==> config.mk <==
export PLATFORM = sky130hd
export DESIGN_NAME = kpd_scan_top
export DESIGN_NICKNAME = d
export VERILOG_FILES = /design/src/rtl/kpd_pkg.sv /design/src/rtl/kpd_tick_div.sv /design/src/rtl/kpd_col_ring.sv /design/src/rtl/kpd_decode_lut.sv /design/src/rtl/kpd_scan_top.sv
export SDC_FILE = /design/constraint.sdc
export NUM_CORES = 1
export LEC_CHECK = 0
export BUFFER_PORTS_ARGS = -buffer_cell sky130_fd_sc_hd__buf_2
export CORE_MARGIN = 2
export CORE_UTILIZATION = 46
export CTS_BUF_LIST = sky130_fd_sc_hd__clkbuf_16
export CTS_CLUSTER_DIAMETER = 60
export DETAILED_ROUTE_END_ITERATION = 6
export PLACE_DENSITY = 0.64
export SETUP_SLACK_MARGIN = 0.3
export SLEW_MARGIN = 0
export SYNTH_ARGS = -nofsm -noshare
export SYNTH_HDL_FRONTEND = slang
export SYNTH_SLANG_ARGS = --single-unit
==> constraint.sdc <==
create_clock -name clk_i -period 4.1 [get_ports clk_i]
set_clock_uncertainty 0.2 [all_clocks]
set_input_delay 0.41 -clock clk_i [delete_from_list [all_inputs] [get_ports clk_i]]
set_output_delay 0.41 -clock clk_i [all_outputs]
set_load 0.05 [all_outputs]
==> src/rtl/kpd_pkg.sv <==
package kpd_pkg;

  typedef struct packed {
    logic       hit;
    logic [3:0] digit;
  } kpd_entry_t;

  // layout index = row*4 + col
  function automatic logic [3:0] kpd_key_at(input logic [3:0] idx);
    logic [3:0] d;
    case (idx)
      4'd0:  d = 4'h1;
      4'd1:  d = 4'h2;
      4'd2:  d = 4'h3;
      4'd3:  d = 4'hA;
      4'd4:  d = 4'h4;
      4'd5:  d = 4'h5;
      4'd6:  d = 4'h6;
      4'd7:  d = 4'hB;
      4'd8:  d = 4'h7;
      4'd9:  d = 4'h8;
      4'd10: d = 4'h9;
      4'd11: d = 4'hC;
      4'd12: d = 4'h0;
      4'd13: d = 4'hF;
      4'd14: d = 4'hE;
      default: d = 4'hD;
    endcase
    return d;
  endfunction

  function automatic kpd_entry_t kpd_map(input logic [7:0] code);
    kpd_entry_t e;
    logic [3:0] r_oh;
    logic [3:0] c_oh;
    int r;
    int c;
    r_oh = code[7:4];
    c_oh = code[3:0];
    e = '0;
    r = 0;
    c = 0;
    for (int k = 0; k < 4; k++) begin
      if (r_oh[k]) r = k;
      if (c_oh[k]) c = k;
    end
    if ($countones(r_oh) == 1 && $countones(c_oh) == 1) begin
      e.hit   = 1'b1;
      e.digit = kpd_key_at(4'(r * 4 + c));
    end
    return e;
  endfunction

endpackage

==> src/rtl/kpd_tick_div.sv <==
module kpd_tick_div #(
  parameter int TICK_DIV = 3000
) (
  input  logic clk_i,
  input  logic rst_ni,
  output logic tick_o
);
  localparam int CNT_W = (TICK_DIV > 2) ? $clog2(TICK_DIV) : 1;
  localparam logic [CNT_W-1:0] LAST = CNT_W'(TICK_DIV - 1);

  logic [CNT_W-1:0] cnt_q;

  assign tick_o = (cnt_q == LAST);

  always_ff @(posedge clk_i or negedge rst_ni) begin
    if (!rst_ni)     cnt_q <= '0;
    else if (tick_o) cnt_q <= '0;
    else             cnt_q <= cnt_q + 1'b1;
  end
endmodule

==> src/rtl/kpd_col_ring.sv <==
module kpd_col_ring #(
  parameter int WIDTH = 4
) (
  input  logic             clk_i,
  input  logic             rst_ni,
  input  logic             step_i,
  output logic [WIDTH-1:0] col_no,
  output logic             last_o
);
  localparam logic [WIDTH-1:0] INIT = {{(WIDTH-1){1'b1}}, 1'b0};

  logic [WIDTH-1:0] ring_q;

  always_ff @(posedge clk_i or negedge rst_ni) begin
    if (!rst_ni)     ring_q <= INIT;
    else if (step_i) ring_q <= {ring_q[WIDTH-2:0], ring_q[WIDTH-1]};
  end

  assign col_no = ring_q;
  assign last_o = ~ring_q[WIDTH-1];
endmodule

==> src/rtl/kpd_decode_lut.sv <==
module kpd_decode_lut
  import kpd_pkg::*;
(
  input  logic [7:0] code_i,
  output kpd_entry_t ent_o
);
  localparam int DEPTH = 256;

  kpd_entry_t tbl [DEPTH];

  for (genvar g = 0; g < DEPTH; g++) begin : g_tbl
    assign tbl[g] = kpd_map(8'(g));
  end

  assign ent_o = tbl[code_i];
endmodule

==> src/rtl/kpd_scan_top.sv <==
module kpd_scan_top
  import kpd_pkg::*;
#(
  parameter int TICK_DIV = 3000
) (
  input  logic       clk_i,
  input  logic       rst_ni,
  input  logic [3:0] row_ni,
  output logic [3:0] col_no,
  output logic [3:0] key_o,
  output logic       pressed_o
);
  logic       tick_w;
  logic       last_col_w;
  logic [7:0] code_w;
  kpd_entry_t ent_w;
  logic       seen_q;

  kpd_tick_div #(.TICK_DIV(TICK_DIV)) div_i (
    .clk_i  (clk_i),
    .rst_ni (rst_ni),
    .tick_o (tick_w)
  );

  kpd_col_ring #(.WIDTH(4)) ring_i (
    .clk_i  (clk_i),
    .rst_ni (rst_ni),
    .step_i (tick_w),
    .col_no (col_no),
    .last_o (last_col_w)
  );

  assign code_w = {~row_ni, ~col_no};

  kpd_decode_lut lut_i (
    .code_i (code_w),
    .ent_o  (ent_w)
  );

  always_ff @(posedge clk_i or negedge rst_ni) begin
    if (!rst_ni) begin
      key_o     <= '0;
      pressed_o <= 1'b0;
      seen_q    <= 1'b0;
    end else if (tick_w) begin
      if (ent_w.hit) begin
        key_o     <= ent_w.digit;
        pressed_o <= 1'b1;
      end
      if (last_col_w) begin
        seen_q <= 1'b0;
        if (!seen_q && !ent_w.hit) pressed_o <= 1'b0;
      end else if (ent_w.hit) begin
        seen_q <= 1'b1;
      end
    end
  end
endmodule

; ---- After elaboration in Yosys (flattened, before gate mapping)
; Memories as Yosys holds them, arrays and structs flattened.
; Index checks and enable logic that the tools add are counted.
; W data, S select, Z words.
[totals]
word_cells = 26
output_inout_bits = 9
in_bits = 6
register_bits = 22
romBits = 1280
mem_count = 1
[op_classes]
n_addsub = 1
eq_ne = 2
n_reduce_logical = 5
n_bitwise = 3
n_mux = 8
order_cmp = 1
[memory_table]
columns = memory, words, word_bits, read_ports, rd_ports_with_merged_regs, write_ports, line_no
row1 = (no name shown), 256, 5, 1, 0, 0, kpd_decode_lut.sv:15  ; assign ent_o = tbl[code_i];
[op_table]
columns = cell, n
row1 = $add A12 B1 Y12 const B, 1
row2 = $eq A12 B12 Y1 const B, 1
row3 = $mux W12, 1
row4 = $mux W5, 2
row5 = $ge A9 B9 Y1 const B, 1
row6 = $not A8 Y9, 1
row7 = $not A4 Y4, 2
row8 = $mux W1, 5
row9 = $reduce_and A2 Y1, 2
row10 = $logic_not A1 Y1, 2
row11 = $ne A2 B2 Y1 const B, 1
row12 = $logic_and A1 B1 Y1, 1

; ---- Longest topological paths before layout
; Gate-level depths: netlist of the first run.
[depth]
word_depth = 9
depth_mapped = 7

; ---- Modules after synthesis
; A second synthesis of the first run with hierarchy kept.
[hier_totals]
cells_unflattened = 144
area_unflattened_um2 = 1416.4
[modules_own_cells]
columns = module, instances, cells_each, seq_area_each_um2, area_per_inst_um2
row1 = kpd_tick_div, 1, 58, 300.3, 615.6
row2 = kpd_decode_lut, 1, 54, 0.0, 389.1
row3 = kpd_scan_top, 1, 23, 150.1, 259.0
row4 = kpd_col_ring, 1, 9, 103.8, 152.6

; ---- Least setup slack after synthesis of the first run
; OpenSTA, ideal clock, no wires.
[synth_timing]
path_type = flip-flop to flip-flop
startpoint = register ring_i.ring_q[1], in the netlist ring_i.col_no[1]
endpoint = register key_o[1]
stages_incl_launch_ff = 8
t_arrival_ps = 1842
path_buffers = 0
setup_time_ps = 125
setup_slack_ps = 1933
synth_period_minus_slack_ps = 2167
path_cell_list = dfstp_2 > inv_1 > ha_1 > and4b_1 > o21ai_1 > o21ai_0 > a31o_2 > mux2_4
[synth_via]
elab_chain_cells = 6
[synth_lines]
columns = item, line_no
row1 = start: declaration, kpd_col_ring.sv:12  ; logic [WIDTH-1:0] ring_q;
row2 = start signal: assignment, kpd_col_ring.sv:16  ; else if (step_i) ring_q <= {ring_q[WIDTH-2:0], ring_q[WIDTH-1]};
row3 = $not A4 Y4 (*), kpd_scan_top.sv:33  ; assign code_w = {~row_ni, ~col_no};
row4 = $not A8 Y9 (implied by the code) (*), kpd_decode_lut.sv:15
row5 = $mem_v2 Z256 W5 (*), --
row6 = $mux W5 (implied by the code) (*) (2 in series), kpd_decode_lut.sv:15
row7 = $reduce_and A2 Y1 (no source line), --
row8 = end signal: assignment, kpd_scan_top.sv:47  ; key_o <= ent_w.digit;
row9 = end: declaration, kpd_scan_top.sv:10  ; output logic [3:0] key_o,
; Mark *: on every way between the ends. The rest lies on a longest branch, timed or not. The select of a mux whose other input is x is not followed.
; A chain may end at the register's enable or synchronous reset.

; ---- Final worst setup path of the first run
[layout_timing]
startpoint = register div_i.cnt_q[0]
endpoint = register key_o[1]
[layout_via]
elab_chain_cells = 2
[layout_lines]
columns = item, line_no
row1 = start: declaration, kpd_tick_div.sv:11  ; logic [CNT_W-1:0] cnt_q;
row2 = start signal: assignment, kpd_tick_div.sv:18  ; else cnt_q <= cnt_q + 1'b1;
row3 = $eq A12 B12 Y1, kpd_tick_div.sv:13  ; assign tick_o = (cnt_q == LAST);
row4 = $reduce_and A2 Y1 (no source line), --
; Every way passes these cells.

==> flow_metrics.env, run 1 <==
export IMPL_status="completed"
export IMPL_die_h_um=57.7
export IMPL_slew_headroom_pct=68.3
export IMPL_firstDrtPassIters=4
export IMPL_die_area_sq_um=3330
export IMPL_fmax_mhz=477
export IMPL_worst_hold_slack_ps=259
export IMPL_grt_use_total_pct=15.5
export IMPL_regToRegEndpoint="key_o[1]"
export IMPL_core_area_sq_um=2760
export IMPL_hold_end="div_i.cnt_q[0]"
export IMPL_grt_util_met3_pct=4.02
export IMPL_yosysSeqAreaShare_pct=41.8
export IMPL_postCtsResizedCells=0
export IMPL_drv_slew=0
export IMPL_fin_total_pwr_mw=0.437
export IMPL_ys_flop_type="dfrtp_1"
export IMPL_yosys_warnings=0
export IMPL_grt_pass1_vias=885
export IMPL_rrSetupSlack_ps=2000
export IMPL_crit_arrival_ps=2030
export IMPL_cts_setup_buffers=0
export IMPL_syn_to_final_growth_pct=11.1
export IMPL_rsz0062_at_grt="no"
export IMPL_cts_max_path_buffers=2
export IMPL_path_clk_slew_ps=50
export IMPL_synth_common_cells="19 x dfrtp_1, 15 x nand2_1, 12 x nand3_1"
export IMPL_syn_inst=141
export IMPL_power_density_nw_per_um2=296
export IMPL_synthesis_area_sq_um=1330
export IMPL_worstPathMaxFanout=6
export IMPL_met1_usage_pct=23.0
export IMPL_dr_first_iter_drc_count=46
export IMPL_maxCapViolations=0
export IMPL_synth_cell_type_count=42
export IMPL_rows=19
export IMPL_hold_depth=1
export IMPL_async_flop_share_pct=100
export IMPL_drive_above_1_share_pct=17.8
export IMPL_worst_slack_ps=2000
export IMPL_syn_nets=151
export IMPL_critical_path_endpoint_type="flop"
export IMPL_cts_made_buffers=3
export IMPL_finalCritPeriodShare_pct=51.2
export IMPL_ys_ff_latch=22
export IMPL_worstSetupPathType="flop to flop"
export IMPL_h_tree_depth=1
export IMPL_die_width_um=57.7
export IMPL_tightestPinTransition_ps=471
export IMPL_synth_largest_area_cell="dfrtp_1"
export IMPL_min_delay_start="div_i.cnt_q[0]"
export IMPL_antenna_found_initial=0
export IMPL_hold_viol_final=0
export IMPL_reg2reg_depth=6
export IMPL_peakVddDrop_mv=0.357
export IMPL_leakage_nw=0.652
export IMPL_root_buffer="clkbuf_16"
export IMPL_dp_hpwl_mm=1.75
export IMPL_met2_usage_pct=22.1
export IMPL_cp_start_kind="flop"
export IMPL_worstPathRequired_ps=4040
export IMPL_antenna_cells=0
export IMPL_initial_core_util_pct=48.0
export IMPL_vias_per_cell=5.68
export IMPL_wl_per_cell_um=13.0
export IMPL_dpl_cell_area_sq_um=1380
export IMPL_stdcell_area_sq_um=1470
export IMPL_finalSetupViolCount=0
export IMPL_ys_top_cells_by_area="dfrtp_1 36%, dfstp_2 5.9%, xor2_1 5.9%"
export IMPL_pin_count=15
export IMPL_fin_nets=163
export IMPL_port_buffers=14
export IMPL_drt_wl_total_mm=2.38
export IMPL_tns_ps=0
export IMPL_cts_sinks=22
export IMPL_clkLatencyLatePin_ps=250
export IMPL_yosysMostFrequentCell="dfrtp_1"
export IMPL_period_minus_slack_ps=2100
export IMPL_hold_path_class="flop to flop"
export IMPL_vias=1039
export IMPL_grt_max_degree=23
export IMPL_synth_edf_count=0
export IMPL_reg2reg_from="div_i.cnt_q[0]"
export IMPL_drc=0
export IMPL_pre_cts_ws_ps=1970
export IMPL_cts_tree="yes"
export IMPL_grt_busiest_layer="met1"
export IMPL_gp_congestion=0.839
export IMPL_antenna_left=0
export IMPL_gr_total_overflow=0
export IMPL_synth_top_area_share_pct=35.9
export IMPL_syn_avg_cell_area_sq_um=9.40
export IMPL_grt_pass1_wl_mm=4.02
==> power breakdown <==
part | switching (mW) | internal [mW]
logic | 0.0129 | 0.00621
clock network | 0.0702 | 0.130
registers | 0 | 0.217
total | 0.0831 | 0.353
==> metrics by stage <==
stage                     util (%)  instances
final                         53.4        183
after CTS                     53.4        183
after detailed placement      50.2        178
after global placement        50.2        178
after global routing          53.4        183
after floorplan                  -        141
==> per-layer routing <==
| metal | share of wire, % | wire (um) |
|---|---|---|
| met5 | 0 | 0 |
| met4 | 0.80 | 19 |
| met3 | 7.5 | 178 |
| met2 | 42 | 994 |
| met1 | 50 | 1190 |
==> critical path, cell delays in order, from the launching register on <==
cell and delay [ps]:
dfrtp_1 360, ha_1 230, nand2_1 70, nor2_1 100, nand3_1 220, and3b_1 470
mux2_4 330
==> registers in the layout (all words and copies together) (netlist names) <==
name	count
key_o	4
div_i.cnt_q	12
pressed_o	1
ring_i.col_no	4
seen_q	1
==> final cells by class <==
class / instances / area (sq um)
well taps: 31 / 38.8
inverters: 8 / 30.0
clock inverters: 1 / 3.75
flip-flops and latches: 22 / 554
fillers: 248 / 1280
repair buffers: 16 / 87.6
multi-input cells: 102 / 683
clock buffers: 3 / 75.1
==> repair_timing <==
action	in CTS	in global routing
hold buffers	1	0
endpoints found under the setup margin	0	0
hold endpoints to repair	19	0
==> layout by cell type (no fill, tap or decap), types with 4 or more instances in the layout <==
cell type  instances
nand3_1           12
inv_1              8
buf_2             14
nand2_1           15
xor2_1             9
a21oi_1            6
dfrtp_1           19
nor2_1             8
ha_1               4
o21ai_0            8
nand4_1            4
==> cells by family after synthesis <==
family	count (synthesis)	synth area share, %
adder cells (fa/ha/maj)	4	3.78
multiplexers	6	5.38
AO/OA/AOI/OAI	26	12.0
flip-flops	22	41.8
AND/OR/NAND/NOR	54	22.5
buffers and inverters	17	6.61
XOR/XNOR	12	7.93
==> worst max path at each step <==
stage                                start       end  slack [ps]  depth (start not counted)
after detailed placement    div_i.cnt_q[0]  key_o[1]        1970                          6
after floorplan           ring_i.col_no[1]  key_o[1]        1930                          7
final                       div_i.cnt_q[0]  key_o[1]        2000                          6
after global placement      div_i.cnt_q[0]  key_o[0]        2010                          6
after CTS                   div_i.cnt_q[0]  key_o[1]        1960                          6
after global routing        div_i.cnt_q[0]  key_o[0]        1780                          6
No activity file was read; power rests on OpenSTA's default activity.
==> run 2, diff against run 1 <==
clock period = 2.15 ns   (was 4.1 ns; I/O delays follow)
==> flow_metrics.env, run 2 (same netlist as run 1, synthesis figures left out) <==
export IMPL_path_clk_slew_ps=60
export IMPL_cts_max_path_buffers=2
export IMPL_finalCritPeriodShare_pct=93.6
export IMPL_fin_nets=173
export IMPL_port_buffers=14
export IMPL_regMostFlops="div_i.cnt_q"
export IMPL_cts_made_buffers=3
export IMPL_worst_hold_slack_ps=246
export IMPL_initial_core_util_pct=48.0
export IMPL_vias=1116
export IMPL_die_area_sq_um=3330
export IMPL_root_buffer="clkbuf_16"
export IMPL_worstPathRequired_ps=2090
export IMPL_antenna_cells=0
export IMPL_drive_above_1_share_pct=29.0
export IMPL_reg2reg_from="ring_i.col_no[1]"
export IMPL_antenna_found_initial=0
export IMPL_fin_total_pwr_mw=0.971
export IMPL_cts_sinks=22
export IMPL_gr_total_overflow=0
export IMPL_h_tree_depth=1
export IMPL_die_width_um=57.7
export IMPL_peakVddDrop_mv=0.677
export IMPL_grt_pass1_wl_mm=4.55
export IMPL_cts_tree="yes"
export IMPL_gp_congestion=0.871
export IMPL_fmax_mhz=497
export IMPL_rows=19
export IMPL_firstDrtPassIters=4
export IMPL_pin_count=15
export IMPL_drt_wl_total_mm=2.95
export IMPL_grt_max_degree=23
export IMPL_slew_headroom_pct=68.3
export IMPL_hold_path_class="input pin to asynchronous set/reset pin"
export IMPL_drv_slew=0
export IMPL_rsz0062_at_grt="yes"
export IMPL_final_common_cell="dfrtp_1"
export IMPL_power_density_nw_per_um2=587
export IMPL_syn_to_final_growth_pct=24.8
export IMPL_leakage_nw=0.723
export IMPL_antenna_left=0
export IMPL_final_cell_mix="18 x dfrtp_1, 14 x nand2_1, 14 x buf_2"
export IMPL_finalSetupViolCount=0
export IMPL_vias_per_cell=5.78
export IMPL_crit_arrival_ps=1950
export IMPL_grt_use_total_pct=18.0
export IMPL_critical_path_endpoint_type="flop"
export IMPL_tightestPinTransition_ps=476
export IMPL_core_area_sq_um=2760
export IMPL_dr_first_iter_drc_count=54
export IMPL_dp_hpwl_mm=1.93
export IMPL_period_minus_slack_ps=2010
export IMPL_grt_pass1_vias=1028
export IMPL_status="completed"
export IMPL_hold_viol_final=0
export IMPL_startpoint="ring_i.col_no[1]"
export IMPL_maxCapViolations=0
export IMPL_drc=0
export IMPL_tns_ps=0
export IMPL_clkLatencyLatePin_ps=260
export IMPL_worstSetupPathType="flop to flop"
export IMPL_cp_start_kind="flop"
export IMPL_worstPathMaxFanout=5
export IMPL_die_h_um=57.7
export IMPL_largest_reg_flops=12
export IMPL_wl_per_cell_um=15.3
run 2: changes by cell type in the layout (fill, tap and decap cells not counted), moves of 2 or more:
cell,change
o21ai_0,-2
ha_1,-3
ha_4,+3
buf_6,+2
o21ai_1,+2
buf_4,+7
run 2: layout make-up:
class | instances | area, sq um
tap | 31 | 38.8
sequential | 22 | 559
multi-input combinational | 102 | 736
timing repair buffer | 26 | 183
inverter | 8 | 32.5
clock inverter | 1 | 30.0
clock buffer | 3 | 75.1
fill | 227 | 1100
run 2: what timing repair did:
| item | CTS | global route |
|---|---|---|
| gates resized for setup | 3 | 8 |
| hold buffers | 1 | 0 |
| endpoints found under the hold margin | 19 | 0 |
| setup endpoints to repair | 4 | 6 |
| pin swaps | 0 | 1 |
| buffers inserted | 2 | 3 |
run 2: stage by stage:
step	util [%]	instance area (sq um)	worst slack, ps	instances
3_5_place_dp	52.2	1440	125	183
6_report	60.0	1650	138	193
3_3_place_gp	52.2	1440	157	183
5_1_grt	60.0	1650	67.7	193
4_1_cts	57.1	1580	146	190
2_1_floorplan	-	1350	105	141
run 2: worst max-delay path, stage by stage (launching register included):
cell and delay [ps]:
dfstp_4 640, inv_4 40, ha_4 160, and4b_1 170
o21ai_1 120, o21ai_1 90, a31o_2 230, mux2_4 250
run 2: worst paths after layout:
check / to / slack, ps / cells past startpoint
max: key_o[1] / 140 / 7
min: div_i.cnt_q[7] / 250 / 2
max reg2reg: key_o[1] / 140 / 7
min reg2reg: div_i.cnt_q[0] / 260 / 1
max in group asynchronous: ring_i.col_no[3] / 1150 / 2
min in group clk_i: key_o[2] / 250 / 3
run 2: power breakdown:
group          switching, mW  total, mW  leakage, nW  internal (mW)
combinational         0.0252     0.0370        0.407         0.0118
clock                  0.150      0.520       0.0511          0.370
sequential                 0      0.414        0.266          0.414
total                  0.175      0.971        0.723          0.796
run 2: metal layers:
layer  global-route usage (%)  wire [um]
met1                     21.6       1180
met2                     30.0       1570
met3                     4.69        119
met4                     8.64         78
met5                        0          0
